File: config.mk
export PLATFORM = sky130hd
export DESIGN_NAME = irq_arb_top
export DESIGN_NICKNAME = d
export VERILOG_FILES = /design/src/rtl/irq_arb_pkg.sv /design/src/rtl/irq_arb_pick.sv /design/src/rtl/irq_arb_ctrl.sv /design/src/rtl/irq_arb_dpath.sv /design/src/rtl/irq_arb_top.sv
export SDC_FILE = /design/constraint.sdc
export NUM_CORES = 1
export LEC_CHECK = 0
export CORE_UTILIZATION = 35
export CTS_BUF_LIST = sky130_fd_sc_hd__clkbuf_2
export CTS_CLUSTER_DIAMETER = 30
export CTS_CLUSTER_SIZE = 16
export DETAILED_ROUTE_END_ITERATION = 7
export PLACE_DENSITY = 0.78
export SLEW_MARGIN = 10
export SYNTH_ARGS = -nofsm -noshare
export SYNTH_HDL_FRONTEND = slang
export SYNTH_SLANG_ARGS = --single-unit
File: constraint.sdc
create_clock -name clk -period 2.2 [get_ports clk]
set_input_delay 0.44 -clock clk [delete_from_list [all_inputs] [get_ports clk]]
set_output_delay 0.44 -clock clk [all_outputs]
set_load 0.05 [all_outputs]
File: src/rtl/irq_arb_pkg.sv
package irq_arb_pkg;

  // Strobes from control to datapath
  typedef struct packed {
    logic holdCpu;    // freeze CPU result this edge
    logic allowHigh;  // high group accepted by CPU
    logic allowLow;   // low group accepted by CPU
  } arbStrobe_t;

endpackage

File: src/rtl/irq_arb_pick.sv
module irq_arb_pick #(
  parameter int NUM_SRC = 8,
  localparam int IDX_W = (NUM_SRC > 1) ? $clog2(NUM_SRC) : 1
) (
  input  logic [NUM_SRC-1:0] cand,
  output logic               found,
  output logic [IDX_W-1:0]   idx
);

  // Lowest set index wins
  always_comb begin
    found = 1'b0;
    idx   = '0;
    for (int i = NUM_SRC - 1; i >= 0; i--) begin
      if (cand[i]) begin
        found = 1'b1;
        idx   = IDX_W'(i);
      end
    end
  end

endmodule

File: src/rtl/irq_arb_ctrl.sv
module irq_arb_ctrl
  import irq_arb_pkg::*;
(
  input  logic [1:0]  cpuMask,
  input  logic        ackIn,
  output arbStrobe_t  strobe
);

  always_comb begin
    strobe.holdCpu   = ackIn;
    strobe.allowHigh = ~cpuMask[1];
    strobe.allowLow  = (cpuMask == 2'b00);
  end

endmodule

File: src/rtl/irq_arb_dpath.sv
module irq_arb_dpath
  import irq_arb_pkg::*;
#(
  parameter int NUM_SRC  = 8,
  parameter int VEC_W    = 8,
  parameter int VEC_BASE = 16,
  localparam int IDX_W = (NUM_SRC > 1) ? $clog2(NUM_SRC) : 1
) (
  input  logic               clk,
  input  logic               rstN,
  input  arbStrobe_t         strobe,
  input  logic [NUM_SRC-1:0] reqFlag,
  input  logic [NUM_SRC-1:0] enable,
  input  logic [NUM_SRC-1:0] levelHigh,
  input  logic [NUM_SRC-1:0] xferSel,
  output logic               irqReq,
  output logic               irqLevel,
  output logic [VEC_W-1:0]   irqVec,
  output logic               xferReq,
  output logic [VEC_W-1:0]   xferVec
);

  logic [NUM_SRC-1:0] live, hiSet, loSet, xSet;
  logic hiFound, loFound, xFound;
  logic [IDX_W-1:0] hiIdx, loIdx, xIdx;

  always_comb begin
    live  = reqFlag & enable;
    hiSet = live & ~xferSel & levelHigh  & {NUM_SRC{strobe.allowHigh}};
    loSet = live & ~xferSel & ~levelHigh & {NUM_SRC{strobe.allowLow}};
    xSet  = live & xferSel;
  end

  irq_arb_pick #(.NUM_SRC(NUM_SRC)) uPickHi (.cand(hiSet), .found(hiFound), .idx(hiIdx));
  irq_arb_pick #(.NUM_SRC(NUM_SRC)) uPickLo (.cand(loSet), .found(loFound), .idx(loIdx));
  irq_arb_pick #(.NUM_SRC(NUM_SRC)) uPickX  (.cand(xSet),  .found(xFound),  .idx(xIdx));

  function automatic logic [VEC_W-1:0] toVec(input logic [IDX_W-1:0] k);
    return VEC_W'(VEC_BASE) + VEC_W'(k);
  endfunction

  always_ff @(posedge clk) begin
    if (!rstN) begin
      irqReq   <= 1'b0;
      irqLevel <= 1'b0;
      irqVec   <= '0;
      xferReq  <= 1'b0;
      xferVec  <= '0;
    end else begin
      if (!strobe.holdCpu) begin
        irqReq   <= hiFound | loFound;
        irqLevel <= hiFound;
        irqVec   <= hiFound ? toVec(hiIdx) : (loFound ? toVec(loIdx) : '0);
      end
      xferReq <= xFound;
      xferVec <= xFound ? toVec(xIdx) : '0;
    end
  end


  idle_vec_chk: assert property (@(posedge clk) disable iff (!rstN)
    !irqReq |-> (irqVec == '0 && !irqLevel));


  idle_xfer_chk: assert property (@(posedge clk) disable iff (!rstN)
    !xferReq |-> (xferVec == '0));

endmodule

File: src/rtl/irq_arb_top.sv
module irq_arb_top
  import irq_arb_pkg::*;
#(
  parameter int NUM_SRC  = 8,
  parameter int VEC_W    = 8,
  parameter int VEC_BASE = 16
) (
  input  logic               clk,
  input  logic               rstN,
  input  logic [NUM_SRC-1:0] reqFlag,
  input  logic [NUM_SRC-1:0] enable,
  input  logic [NUM_SRC-1:0] levelHigh,
  input  logic [NUM_SRC-1:0] xferSel,
  input  logic [1:0]         cpuMask,
  input  logic               ackIn,
  output logic               irqReq,
  output logic               irqLevel,
  output logic [VEC_W-1:0]   irqVec,
  output logic               xferReq,
  output logic [VEC_W-1:0]   xferVec
);

  arbStrobe_t strobe;

  irq_arb_ctrl uCtrl (
    .cpuMask (cpuMask),
    .ackIn   (ackIn),
    .strobe  (strobe)
  );

  irq_arb_dpath #(
    .NUM_SRC  (NUM_SRC),
    .VEC_W    (VEC_W),
    .VEC_BASE (VEC_BASE)
  ) uDpath (
    .clk       (clk),
    .rstN      (rstN),
    .strobe    (strobe),
    .reqFlag   (reqFlag),
    .enable    (enable),
    .levelHigh (levelHigh),
    .xferSel   (xferSel),
    .irqReq    (irqReq),
    .irqLevel  (irqLevel),
    .irqVec    (irqVec),
    .xferReq   (xferReq),
    .xferVec   (xferVec)
  );


  ack_hold_chk: assert property (@(posedge clk) disable iff (!rstN)
    ackIn |=> ($stable(irqReq) && $stable(irqVec) && $stable(irqLevel)));


  mask_all_chk: assert property (@(posedge clk) disable iff (!rstN)
    (cpuMask[1] && !ackIn) |=> !irqReq);


  mask_low_chk: assert property (@(posedge clk) disable iff (!rstN)
    (cpuMask == 2'b01 && !ackIn) |=> (!irqReq || irqLevel));


  none_enabled_chk: assert property (@(posedge clk) disable iff (!rstN)
    ((reqFlag & enable) == '0 && !ackIn) |=> (!irqReq && !xferReq));

endmodule

==> out/metrics.cfg, run 1 <==
[drt]
vias = 1111
drt_iter0_drc = 19
routed_wl_um = 2770
drc = 0
first_pass_iters = 4
avgRoutedWirePerCell_um = 13.5
viasPerCell = 5.42
drtAntennaViolNets = 0

[cells_and_area]
num_antenna_cells = 0
utilization_pct = 66.8
multiInputGateArea_um2 = 642
drive_gt1_share_pct = 20.9
area_delta_synth_final_pct = 76.1
layout.nets = 215
seq_area_um2 = 200
nFillCells = 175

[pwr]
p_total_w = 0.000599
power_density_mw_per_mm2 = 394
max-vdd-ir-drop_uv = 421
p_leak_nw = 0.610

[worst_setup_path]
r2r_start = uDpath.irqVec[2]$_SDFFE_PN0N_
worstPathCellList = clkdlybuf4s50_1 -> buf_4 -> or3_1 -> or2_2 -> a2111oi_2 -> o311a_1
critPathBufInv = 2
cp.required_ns = 2.41
r2r_end = uDpath.irqVec[2]$_SDFFE_PN0N_
r2r_cells = 3
worstPathMaxFanout = 11
cp_slowest_cell = clkdlybuf4s50_1
critPathArrivalTime_ns = 2.34
worstSetupPathType = in -> reg
r2r_slack_ns = 1.45
crit_family = simple AND/OR/NAND/NOR gates
max_stage_delay_ns = 0.44
setup.worst_path.start_class = input port
crit_path_end_kind = flop
startpoint = cpuMask[1]

[job]
drv_cap = 0

[sta]
hold_violations = 0
finalSetupViolCount = 0
finalCritPeriodShare_pct = 96.7
fmax_mhz = 470
slew_headroom_pct = 66.5
finClkSkew_ns = 0
worstMarginPinSlew_ns = 0.500
fin_crit_ns = 2.13
rsz0062_at_grt = no
drv_slew = 0

[global_route]
grt_pass1_vias = 1139
grt-busiest-layer = met2
grt_pass1_wl_um = 4460
grt.met2_usage_pct = 43.5
antenna_found_initial = 0
grt_max_degree = 12
use_met3_pct = 4.97
grt_usage_pct = 22.8
use_met1_pct = 22.9
grt-ovfl-total = 0

[clock_tree]
htree_levels = 1
clockBufferDepth = 2
numCtsBuffers = 3
clock_latency_ns = 0.28
clock_sinks = 10
clkTransAtPathRegs_ns = 0.10
root_buffer = clkbuf_2
cts_tree = done

[floorplanning]
io_pins = 56
coreArea_mm2 = 0.00228
die_area_mm2 = 0.00267
die_h_um = 51.7
die_x_um = 51.7
start_util_pct = 37.9
num_rows = 17

[logic_synthesis]
avgSynthCellArea_um2 = 7.71
synth.ff_latch_count = 10
synth-async-reset-ratio_pct = 0
synth_common_cells = 10 x dfxtp_1, 9 x buf_4, 9 x nand2_1
yosysMostFrequentCell = dfxtp_1
ys_seq_area_share_pct = 23.2
synthDistinctLibCells = 42
netlist_instances = 112
yosys.area.top_type = dfxtp_1
synth_flop_cell = dfxtp_1
yosysWarnings = 0
synth_top_area_share_pct = 23.2
syn-cell-area_um2 = 863
synth_enable_flop_cells = 0
synth_area_leaders = dfxtp_1 23%, buf_4 7.8%, nand3b_1 4.3%, nor4b_1 4.1%, nand2_1 3.9%

[min_path]
min_from = uDpath.irqVec[1]$_SDFFE_PN0N_
hold_class = reg -> reg
min_to = uDpath.irqVec[1]$_SDFFE_PN0N_
hold_path_depth = 1

[place]
port_buffers = 47
dpl.hpwl_um = 2330
gp_congestion = 0.889

[outcome]
status = complete, no violations

==> cell families after synthesis <==
| group | after synthesis | share of synthesized area, % |
|---|---|---|
| buf+inv | 16 | 11.9 |
| other cells | 1 | 0.434 |
| compound gates | 27 | 24.9 |
| flops | 10 | 23.2 |
| simple gates | 58 | 39.6 |
==> through the flow <==
step                      setup TNS (ns)  cell area (um2)  hold slack [ns]  setup slack (ns)  std cells
after global routing                   0             1520            0.568            0.0150        205
after CTS                              0             1480            0.554            0.0255        205
final                                  0             1520            0.552            0.0720        205
after global placement            -0.619             1450            0.518            -0.190        201
after floorplan                        0              890            0.568             0.261        119
after detailed placement          -0.803             1450            0.531            -0.256        201
==> routing by layer <==
| layer | wire [um] | vias to the layer above | share of wire (%) |
|---|---|---|---|
| met2 | 1500 | 44 | 54 |
| met5 | 0 | - | 0 |
| met4 | 41 | 0 | 1.5 |
| met3 | 129 | 6 | 4.7 |
| met1 | 1090 | 519 | 40 |
| li1 | - | 542 | - |
==> layout by cell type (no fill, tap or decap), types with 2 or more instances in the layout <==
| cell type | netlist | routed |
|---|---|---|
| inv_1 | 5 | 5 |
| nand3_1 | 6 | 6 |
| conb_1 | 1 | 8 |
| clkdlybuf4s50_1 | 0 | 47 |
| buf_4 | 9 | 18 |
| clkbuf_2 | 0 | 3 |
| a31oi_1 | 4 | 3 |
| nand3b_1 | 5 | 5 |
| nor2b_1 | 4 | 3 |
| a21oi_1 | 3 | 3 |
| or3_1 | 3 | 3 |
| and3_1 | 2 | 2 |
| nor4b_1 | 4 | 2 |
| nor4_2 | 0 | 2 |
| o21ai_0 | 3 | 3 |
| dfxtp_1 | 10 | 10 |
| o32ai_1 | 3 | 2 |
| nor2_1 | 4 | 4 |
| nand2b_1 | 5 | 5 |
| nor4b_2 | 0 | 2 |
| nand2_1 | 9 | 9 |
| o31a_1 | 2 | 2 |
| nor3_2 | 0 | 2 |
| nor3_1 | 6 | 4 |
==> worst max path at each step <==
stage	end	cells past startpoint	slack (ns)
2_1_floorplan	uDpath.irqVec[0]$_SDFFE_PN0N_	7	0.26
3_3_place_gp	uDpath.irqVec[0]$_SDFFE_PN0N_	9	-0.19
3_5_place_dp	uDpath.irqVec[0]$_SDFFE_PN0N_	8	-0.26
4_1_cts	uDpath.irqVec[0]$_SDFFE_PN0N_	8	0.03
5_1_grt	uDpath.irqVec[0]$_SDFFE_PN0N_	6	0.01
6_report	uDpath.irqVec[0]$_SDFFE_PN0N_	6	0.07
==> repair_timing <==
action | 4_1_cts | 5_1_grt
gates cloned | 0 | 0
resized for setup | 2 | 9
pin swaps | 0 | 1
endpoints found under the setup margin | 1 | 4
hold buffers | 0 | 0
setup buffers | 0 | 0
==> registers in the layout (all words and copies together) (netlist names) <==
signal / cells
uDpath.xferVec: 4
uDpath.irqVec: 3
uDpath.irqLevel: 1
uDpath.irqReq: 1
uDpath.xferReq: 1
==> where the power goes <==
group / total, W / internal (W) / switching [W]
Combinational: 0.000287 / 0.000130 / 0.000158
Clock: 0.000113 / 0.0000395 / 0.0000732
Sequential: 0.000199 / 0.000194 / 0.00000467
Total: 0.000599 / 0.000363 / 0.000235
==> layout make-up <==
| class | instances | share of cell area (%) |
|---|---|---|
| multi-input cells | 93 | 42.2 |
| well taps | 28 | 2.30 |
| flip-flops and latches | 10 | 13.2 |
| inverters | 5 | 1.23 |
| clock buffers | 3 | 0.988 |
| clock inverters | 1 | 0.247 |
| repair buffers | 65 | 39.8 |
==> worst register-to-register path: stages (launching register included) <==
cell	delay, ns
dfxtp_1	0.32
and2_1	0.15
a31oi_1	0.13
nor2b_1	0.06
No activity file was read; power rests on OpenSTA's default activity.
==> inputs of run 2 (changes only) <==
--- a/config.mk
+++ b/config.mk
@@ -11,7 +11,6 @@
 export CTS_CLUSTER_SIZE = 16
 export DETAILED_ROUTE_END_ITERATION = 7
 export PLACE_DENSITY = 0.78
-export SLEW_MARGIN = 10
 export SYNTH_ARGS = -nofsm -noshare
 export SYNTH_HDL_FRONTEND = slang
 export SYNTH_SLANG_ARGS = --single-unit
==> results of run 2 <==
Final layout, timing and power as in run 1 (identical DEF).
